--- src/rtl/sfr_pkg.sv ---
package sfr_pkg;
  // Strobes from the control side to the datapath, valid for one cycle.
  typedef struct packed {
    logic clearChain;
    logic shiftIn;
    logic commit;
    logic dataBit;
  } ctrl_cmd_t;
endpackage

--- src/rtl/sfr_sync.sv ---
module sfr_sync #(
  parameter int WIDTH = 3,
  parameter int STAGES = 2,          // must be 2 or more
  parameter logic [WIDTH-1:0] RESET_VAL = '0
) (
  input  logic             clk,
  input  logic             rstN,
  input  logic [WIDTH-1:0] asyncIn,
  output logic [WIDTH-1:0] syncOut
);
  logic [STAGES-1:0][WIDTH-1:0] stageQ;

  always_ff @(posedge clk or negedge rstN) begin
    if (!rstN) stageQ <= {STAGES{RESET_VAL}};
    else       stageQ <= {stageQ[STAGES-2:0], asyncIn};
  end

  assign syncOut = stageQ[STAGES-1];
endmodule

--- src/rtl/sfr_ctrl.sv ---
module sfr_ctrl #(
  parameter int SYNC_STAGES = 2
) (
  input  logic                   clk,
  input  logic                   rstN,
  input  logic                   serData,
  input  logic                   serClk,
  input  logic                   serSelN,
  output sfr_pkg::ctrl_cmd_t     ctrlCmd
);
  logic [2:0] syncBus;
  logic selSync, clkSync, dataSync;
  logic prevSel, prevClk;
  logic clkRise, selFall, selRise;

  // Idle levels: select high, clock low.
  sfr_sync #(.WIDTH(3), .STAGES(SYNC_STAGES), .RESET_VAL(3'b100)) u_sync (
    .clk    (clk),
    .rstN   (rstN),
    .asyncIn({serSelN, serClk, serData}),
    .syncOut(syncBus)
  );

  assign {selSync, clkSync, dataSync} = syncBus;

  always_ff @(posedge clk or negedge rstN) begin
    if (!rstN) begin
      prevSel <= 1'b1;
      prevClk <= 1'b0;
    end else begin
      prevSel <= selSync;
      prevClk <= clkSync;
    end
  end

  assign clkRise = clkSync & ~prevClk;
  assign selFall = ~selSync & prevSel;
  assign selRise = selSync & ~prevSel;

  always_comb begin
    ctrlCmd.clearChain = selFall;
    ctrlCmd.shiftIn    = clkRise & ~selSync;
    ctrlCmd.commit     = selRise;
    ctrlCmd.dataBit    = dataSync;
  end
endmodule

--- src/rtl/sfr_datapath.sv ---
module sfr_datapath #(
  parameter int NUM_POS = 4,
  parameter int POS_W = 8,
  parameter int ADDR_W = 4,
  parameter int STEP_W = 4,
  parameter int CNT_W = 6,
  parameter logic [POS_W-1:0] CENTER = 8'h80
) (
  input  logic                     clk,
  input  logic                     rstN,
  input  sfr_pkg::ctrl_cmd_t       ctrlCmd,
  input  logic [ADDR_W-1:0]        addrSwN,
  output logic [NUM_POS*POS_W-1:0] posOut,
  output logic [STEP_W-1:0]        timeStep,
  output logic [CNT_W-1:0]         frameBits,
  output logic                     updatePulse
);
  localparam int CMD_W = ADDR_W + STEP_W;
  localparam int CHAIN_W = CMD_W + NUM_POS * POS_W;
  localparam int POS_TOP = CHAIN_W - CMD_W - 1;

  logic [CHAIN_W-1:0] chainQ;
  logic [CNT_W-1:0]   bitCntQ;
  logic [CMD_W-1:0]   cmdField;
  logic [ADDR_W-1:0]  addrField;
  logic               addrMatch;
  logic               loadNow;
  logic [STEP_W-1:0]  stepQ;
  logic               pulseQ;
  logic [NUM_POS-1:0][POS_W-1:0] posQ;

  // Chain: command byte on top, position 1 below it, and so on.
  always_ff @(posedge clk or negedge rstN) begin
    if (!rstN) begin
      chainQ  <= '0;
      bitCntQ <= '0;
    end else if (ctrlCmd.clearChain) begin
      chainQ  <= '0;
      bitCntQ <= '0;
    end else if (ctrlCmd.shiftIn) begin
      chainQ  <= {ctrlCmd.dataBit, chainQ[CHAIN_W-1:1]};
      bitCntQ <= bitCntQ + CNT_W'(1);
    end
  end

  assign cmdField  = chainQ[CHAIN_W-1 -: CMD_W];
  assign addrField = cmdField[CMD_W-1 -: ADDR_W];
  assign addrMatch = (addrField == ~addrSwN);
  assign loadNow   = ctrlCmd.commit & addrMatch;

  always_ff @(posedge clk or negedge rstN) begin
    if (!rstN) begin
      stepQ  <= '0;
      pulseQ <= 1'b0;
    end else begin
      pulseQ <= loadNow;
      if (loadNow) stepQ <= cmdField[STEP_W-1:0];
    end
  end

  for (genvar g = 0; g < NUM_POS; g++) begin : g_pos
    always_ff @(posedge clk or negedge rstN) begin
      if (!rstN)        posQ[g] <= CENTER;
      else if (loadNow) posQ[g] <= chainQ[POS_TOP - g*POS_W -: POS_W];
    end
  end

  assign posOut      = posQ;
  assign timeStep    = stepQ;
  assign frameBits   = bitCntQ;
  assign updatePulse = pulseQ;
endmodule

--- src/rtl/servo_frame_rx.sv ---
module servo_frame_rx #(
  parameter int NUM_POS = 4,
  parameter int POS_W = 8,
  parameter int ADDR_W = 4,
  parameter int STEP_W = 4,
  parameter int CNT_W = 6,
  parameter int SYNC_STAGES = 2,
  parameter logic [POS_W-1:0] CENTER = 8'h80
) (
  input  logic                     clk,
  input  logic                     rstN,
  input  logic                     serData,
  input  logic                     serClk,
  input  logic                     serSelN,
  input  logic [ADDR_W-1:0]        addrSwN,
  output logic [NUM_POS*POS_W-1:0] posOut,
  output logic [STEP_W-1:0]        timeStep,
  output logic [CNT_W-1:0]         frameBits,
  output logic                     updatePulse
);
  sfr_pkg::ctrl_cmd_t ctrlCmd;

  sfr_ctrl #(.SYNC_STAGES(SYNC_STAGES)) u_ctrl (
    .clk    (clk),
    .rstN   (rstN),
    .serData(serData),
    .serClk (serClk),
    .serSelN(serSelN),
    .ctrlCmd(ctrlCmd)
  );

  sfr_datapath #(
    .NUM_POS(NUM_POS), .POS_W(POS_W), .ADDR_W(ADDR_W),
    .STEP_W(STEP_W), .CNT_W(CNT_W), .CENTER(CENTER)
  ) u_dp (
    .clk        (clk),
    .rstN       (rstN),
    .ctrlCmd    (ctrlCmd),
    .addrSwN    (addrSwN),
    .posOut     (posOut),
    .timeStep   (timeStep),
    .frameBits  (frameBits),
    .updatePulse(updatePulse)
  );
endmodule

--- config.mk ---
export PLATFORM = sky130hd
export DESIGN_NAME = servo_frame_rx
export DESIGN_NICKNAME = d
export VERILOG_FILES = /design/src/rtl/sfr_pkg.sv /design/src/rtl/sfr_sync.sv /design/src/rtl/sfr_ctrl.sv /design/src/rtl/sfr_datapath.sv /design/src/rtl/servo_frame_rx.sv
export SDC_FILE = /design/constraint.sdc
export NUM_CORES = 1
export LEC_CHECK = 0
export ABC_AREA = 0
export CORE_MARGIN = 3
export CORE_UTILIZATION = 58
export CTS_CLUSTER_DIAMETER = 150
export CTS_CLUSTER_SIZE = 12
export DETAILED_ROUTE_END_ITERATION = 10
export GPL_TIMING_DRIVEN = 0
export PLACE_DENSITY = 0.85
export SLEW_MARGIN = 0
export SYNTH_ARGS = -nofsm -noshare
export SYNTH_HDL_FRONTEND = slang
export SYNTH_HIERARCHICAL = 1
export SYNTH_SLANG_ARGS = --single-unit
--- constraint.sdc ---
create_clock -name clk -period 3.1 [get_ports clk]
set_input_delay 0.93 -clock clk [delete_from_list [all_inputs] [get_ports clk]]
set_output_delay 0.93 -clock clk [all_outputs]
set_load 0.05 [all_outputs]
==> flow_summary.yaml <==
outcome:
  outcome: "finished, final reports clean"
grt:
  antenna_found_initial: 0
  grt_pass1_wl_um: 10700
  grt_max_degree: 56
  top_usage_layer: "met2"
  grt_pass1_vias: 2121
  grt_util_met1: 0.257
  grtUsageMet3: 0.0383
  gr-total-overflow: 0
  met2_usage: 0.303
  grtUsageTotal: 0.191
timing:
  hold_viol: 0
  slew_violations: 0
  fmax_mhz: 369
  fin_worst_skew_ns: 0.00745
  fin_crit_ns: 2.71
  fin_crit_sh: 0.874
  setup_slack_ns: 0.391
  rsz0062_at_grt: "false"
  relSlewSlack: 0.402
  setup_viol: 0
  worst_slew_pin_slew_ns: 0.891
  holdWs_ns: 0.351
finish:
  fin_cells: 392
  num-fill-cells: 333
  layout-drive-gt1-share: 0.231
  nets: 325
  diodes: 0
  seq_area_mm2: 0.00229
  multi_input_area_mm2: 0.00116
  syn_to_final_growth_pct: 24.4
clock_tree:
  ctsResizeCount: 0
  worstSkewPairLatency_ns: 0.34
  postCtsSetupBuffers: 0
  cts-root-buf: "clkbuf_8"
  cts_max_path_buffers: 2
  cts_tree: "built"
  path_clk_slew_ns: 0.09
  htree_levels: 3
  ctsHoldBuffers: 0
  cts_made_buffers: 9
  clkSinkCount: 91
critical_path:
  r2r-start: "u_ctrl/u_sync/syncOut[2]"
  worst_setup_path_end_kind: "flip-flop"
  cp-start-kind: "input port"
  slowest_stage: "nor4_4"
  path_buf_inv: 2
  cpPeakStageDelay_ns: 0.67
  path_delay_family: "simple AND/OR/NAND/NOR gates"
  cp-startpoint: "addrSwN[2]"
  regToRegSetupSlack_ns: 0.77
  required_ns: 3.33
  crit_type: "input port to flip-flop"
  cp_max_fo: 10
  crit_chain: "clkdlybuf4s50_1 > xor2_1 > nand2_1 > nor4_4 > buf_6 > mux2_2"
  crit_arrival_ns: 2.94
floorplanning:
  dieWidth_um: 84.3
  coreArea_mm2: 0.00571
  die_h_um: 84.3
  die_area_mm2: 0.00711
  rows: 27
  top_level_ports: 52
  start_util: 0.623
yosys:
  synthCells: 252
  synth_area_per_cell_um2: 14.1
  synth_flop_cell: "dfrtp_1"
  ys_top_cells_by_count: "84 x dfrtp_1, 45 x nor2_1, 41 x mux2i_1, 35 x mux2_2, 7 x dfstp_2"
  ys_seq_area_frac: 0.643
  yosys-top-cells-area: "dfrtp_1 59%, mux2i_1 12%, mux2_2 11%, dfstp_2 5.2%, nor2_1 4.8%"
  yosysMostFrequentCell: "dfrtp_1"
  synth_area_leader_cell: "dfrtp_1"
  synth_async_sr_flop_share: 1.00
  ys_ff_latch: 91
  syn-cell-area_mm2: 0.00356
  yosys.area.top_type_share: 0.591
  synth_nets: 262
  synth_edf_count: 0
  ys.warnings.count: 6
  ys_types: 22
placement:
  dpl_worst_slack_ns: 0.0293
  dp_cells: 376
  routabilityCongestion: 0.754
  detailed_place_hpwl_um: 4210
  port_buffers: 51
route:
  via_per_inst: 5.29
  finalWirelength_um: 6250
  postRouteAntennaNets: 0
  drt_first_pass_iters: 4
  via_count: 2073
  drcViolationCount: 0
  drt_iter0_markers: 86
  wl_per_cell_um: 15.9
hold_path:
  hold_class: "flip-flop to flip-flop"
  min_from: "u_ctrl/u_sync/stageQ[2]"
power_and_ir_drop:
  leakage_nw: 2.07
  powerDensity_mw_per_mm2: 514
  ir_drop_v: 0.000429
run:
  maxCapViolCount: 0
-- layout make-up --
type | instances | area share
Clock buffer | 11 | 0.0320
Buffer | 18 | 0.0257
Clock inverter | 5 | 0.0226
Timing Repair Buffer | 52 | 0.121
Sequential cell | 91 | 0.517
Tap cell | 72 | 0.0204
Multi-Input combinational cell | 143 | 0.261
-- final timing paths --
check | end | cells after the start
max reg2reg | u_dp/posOut[3] | 7
max | u_dp/posOut[3] | 6
min | u_ctrl/u_sync/syncOut[2] | 0
min in group asynchronous | u_ctrl/u_sync/syncOut[0] | 1
max in group asynchronous | u_dp/posOut[23] | 2
min reg2reg | u_ctrl/u_sync/syncOut[2] | 0
-- per-stage QoR --
step	TNS, ns	utilization	total power, W	area (um^2)
5_1_grt	0	0.775	0.00235	4420
3_3_place_gp	-180.68	0.728	0.00135	4160
3_5_place_dp	0	0.732	0.00135	4180
4_1_cts	0	0.775	0.00229	4420
2_1_floorplan	0	-	0.00129	3560
6_report	0	0.775	0.00227	4420
-- worst reg2reg max path, cell delays in order (launching register included) --
cell and delay (ns):
dfstp_2 0.53, buf_4 0.12, and2b_2 0.13, buf_4 0.09, nand2_1 0.06, nor4_4 0.67, buf_6 0.26, mux2_2 0.35
-- cells in the final DEF (no fill, tap or decap), drive strengths merged, types with 2 or more instances in the layout --
cell / count
nand4: 2
nor2: 45
mux2: 36
bufinv: 3
clkbuf: 17
xnor2: 4
dfstp: 7
mux2i: 41
buf: 14
dfrtp: 84
nand2: 3
clkdlybuf4s50: 50
xor2: 4
clkinv: 2
-- sequential cells by signal (all words and copies together) (netlist names) --
signal,cells
u_dp/timeStep,4
u_ctrl/u_sync/stageQ,3
u_dp/posOut,32
u_dp/chainQ,40
u_ctrl/prevSel,1
u_ctrl/u_sync/syncOut,3
u_dp/frameBits,6
u_ctrl/prevClk,1
u_dp/updatePulse,1
-- power breakdown --
group | switching (W) | internal, W | total (W)
registers | 0.00000878 | 0.00120 | 0.00121
logic | 0.0000752 | 0.0000456 | 0.000121
clock network | 0.000390 | 0.000555 | 0.000945
total | 0.000474 | 0.00180 | 0.00227
-- logic make-up (layout without fill, tap and decap cells) --
family,after synthesis,count (layout),synth area share
flip-flops,91,91,0.643
multiplexers,77,77,0.229
adder cells (fa/ha/maj),1,1,0.00352
AO/OA/AOI/OAI,2,2,0.00281
buffers and inverters,18,86,0.0320
AND/OR/NAND/NOR,55,55,0.0697
XOR/XNOR,8,8,0.0197
-- metal layers --
metal | up-vias | share of wire
li1 | 972 | -
met1 | 1058 | 0.46
met2 | 33 | 0.49
met3 | 10 | 0.036
met4 | 0 | 0.019
met5 | - | 0
(Power assumes the default switching activity.)
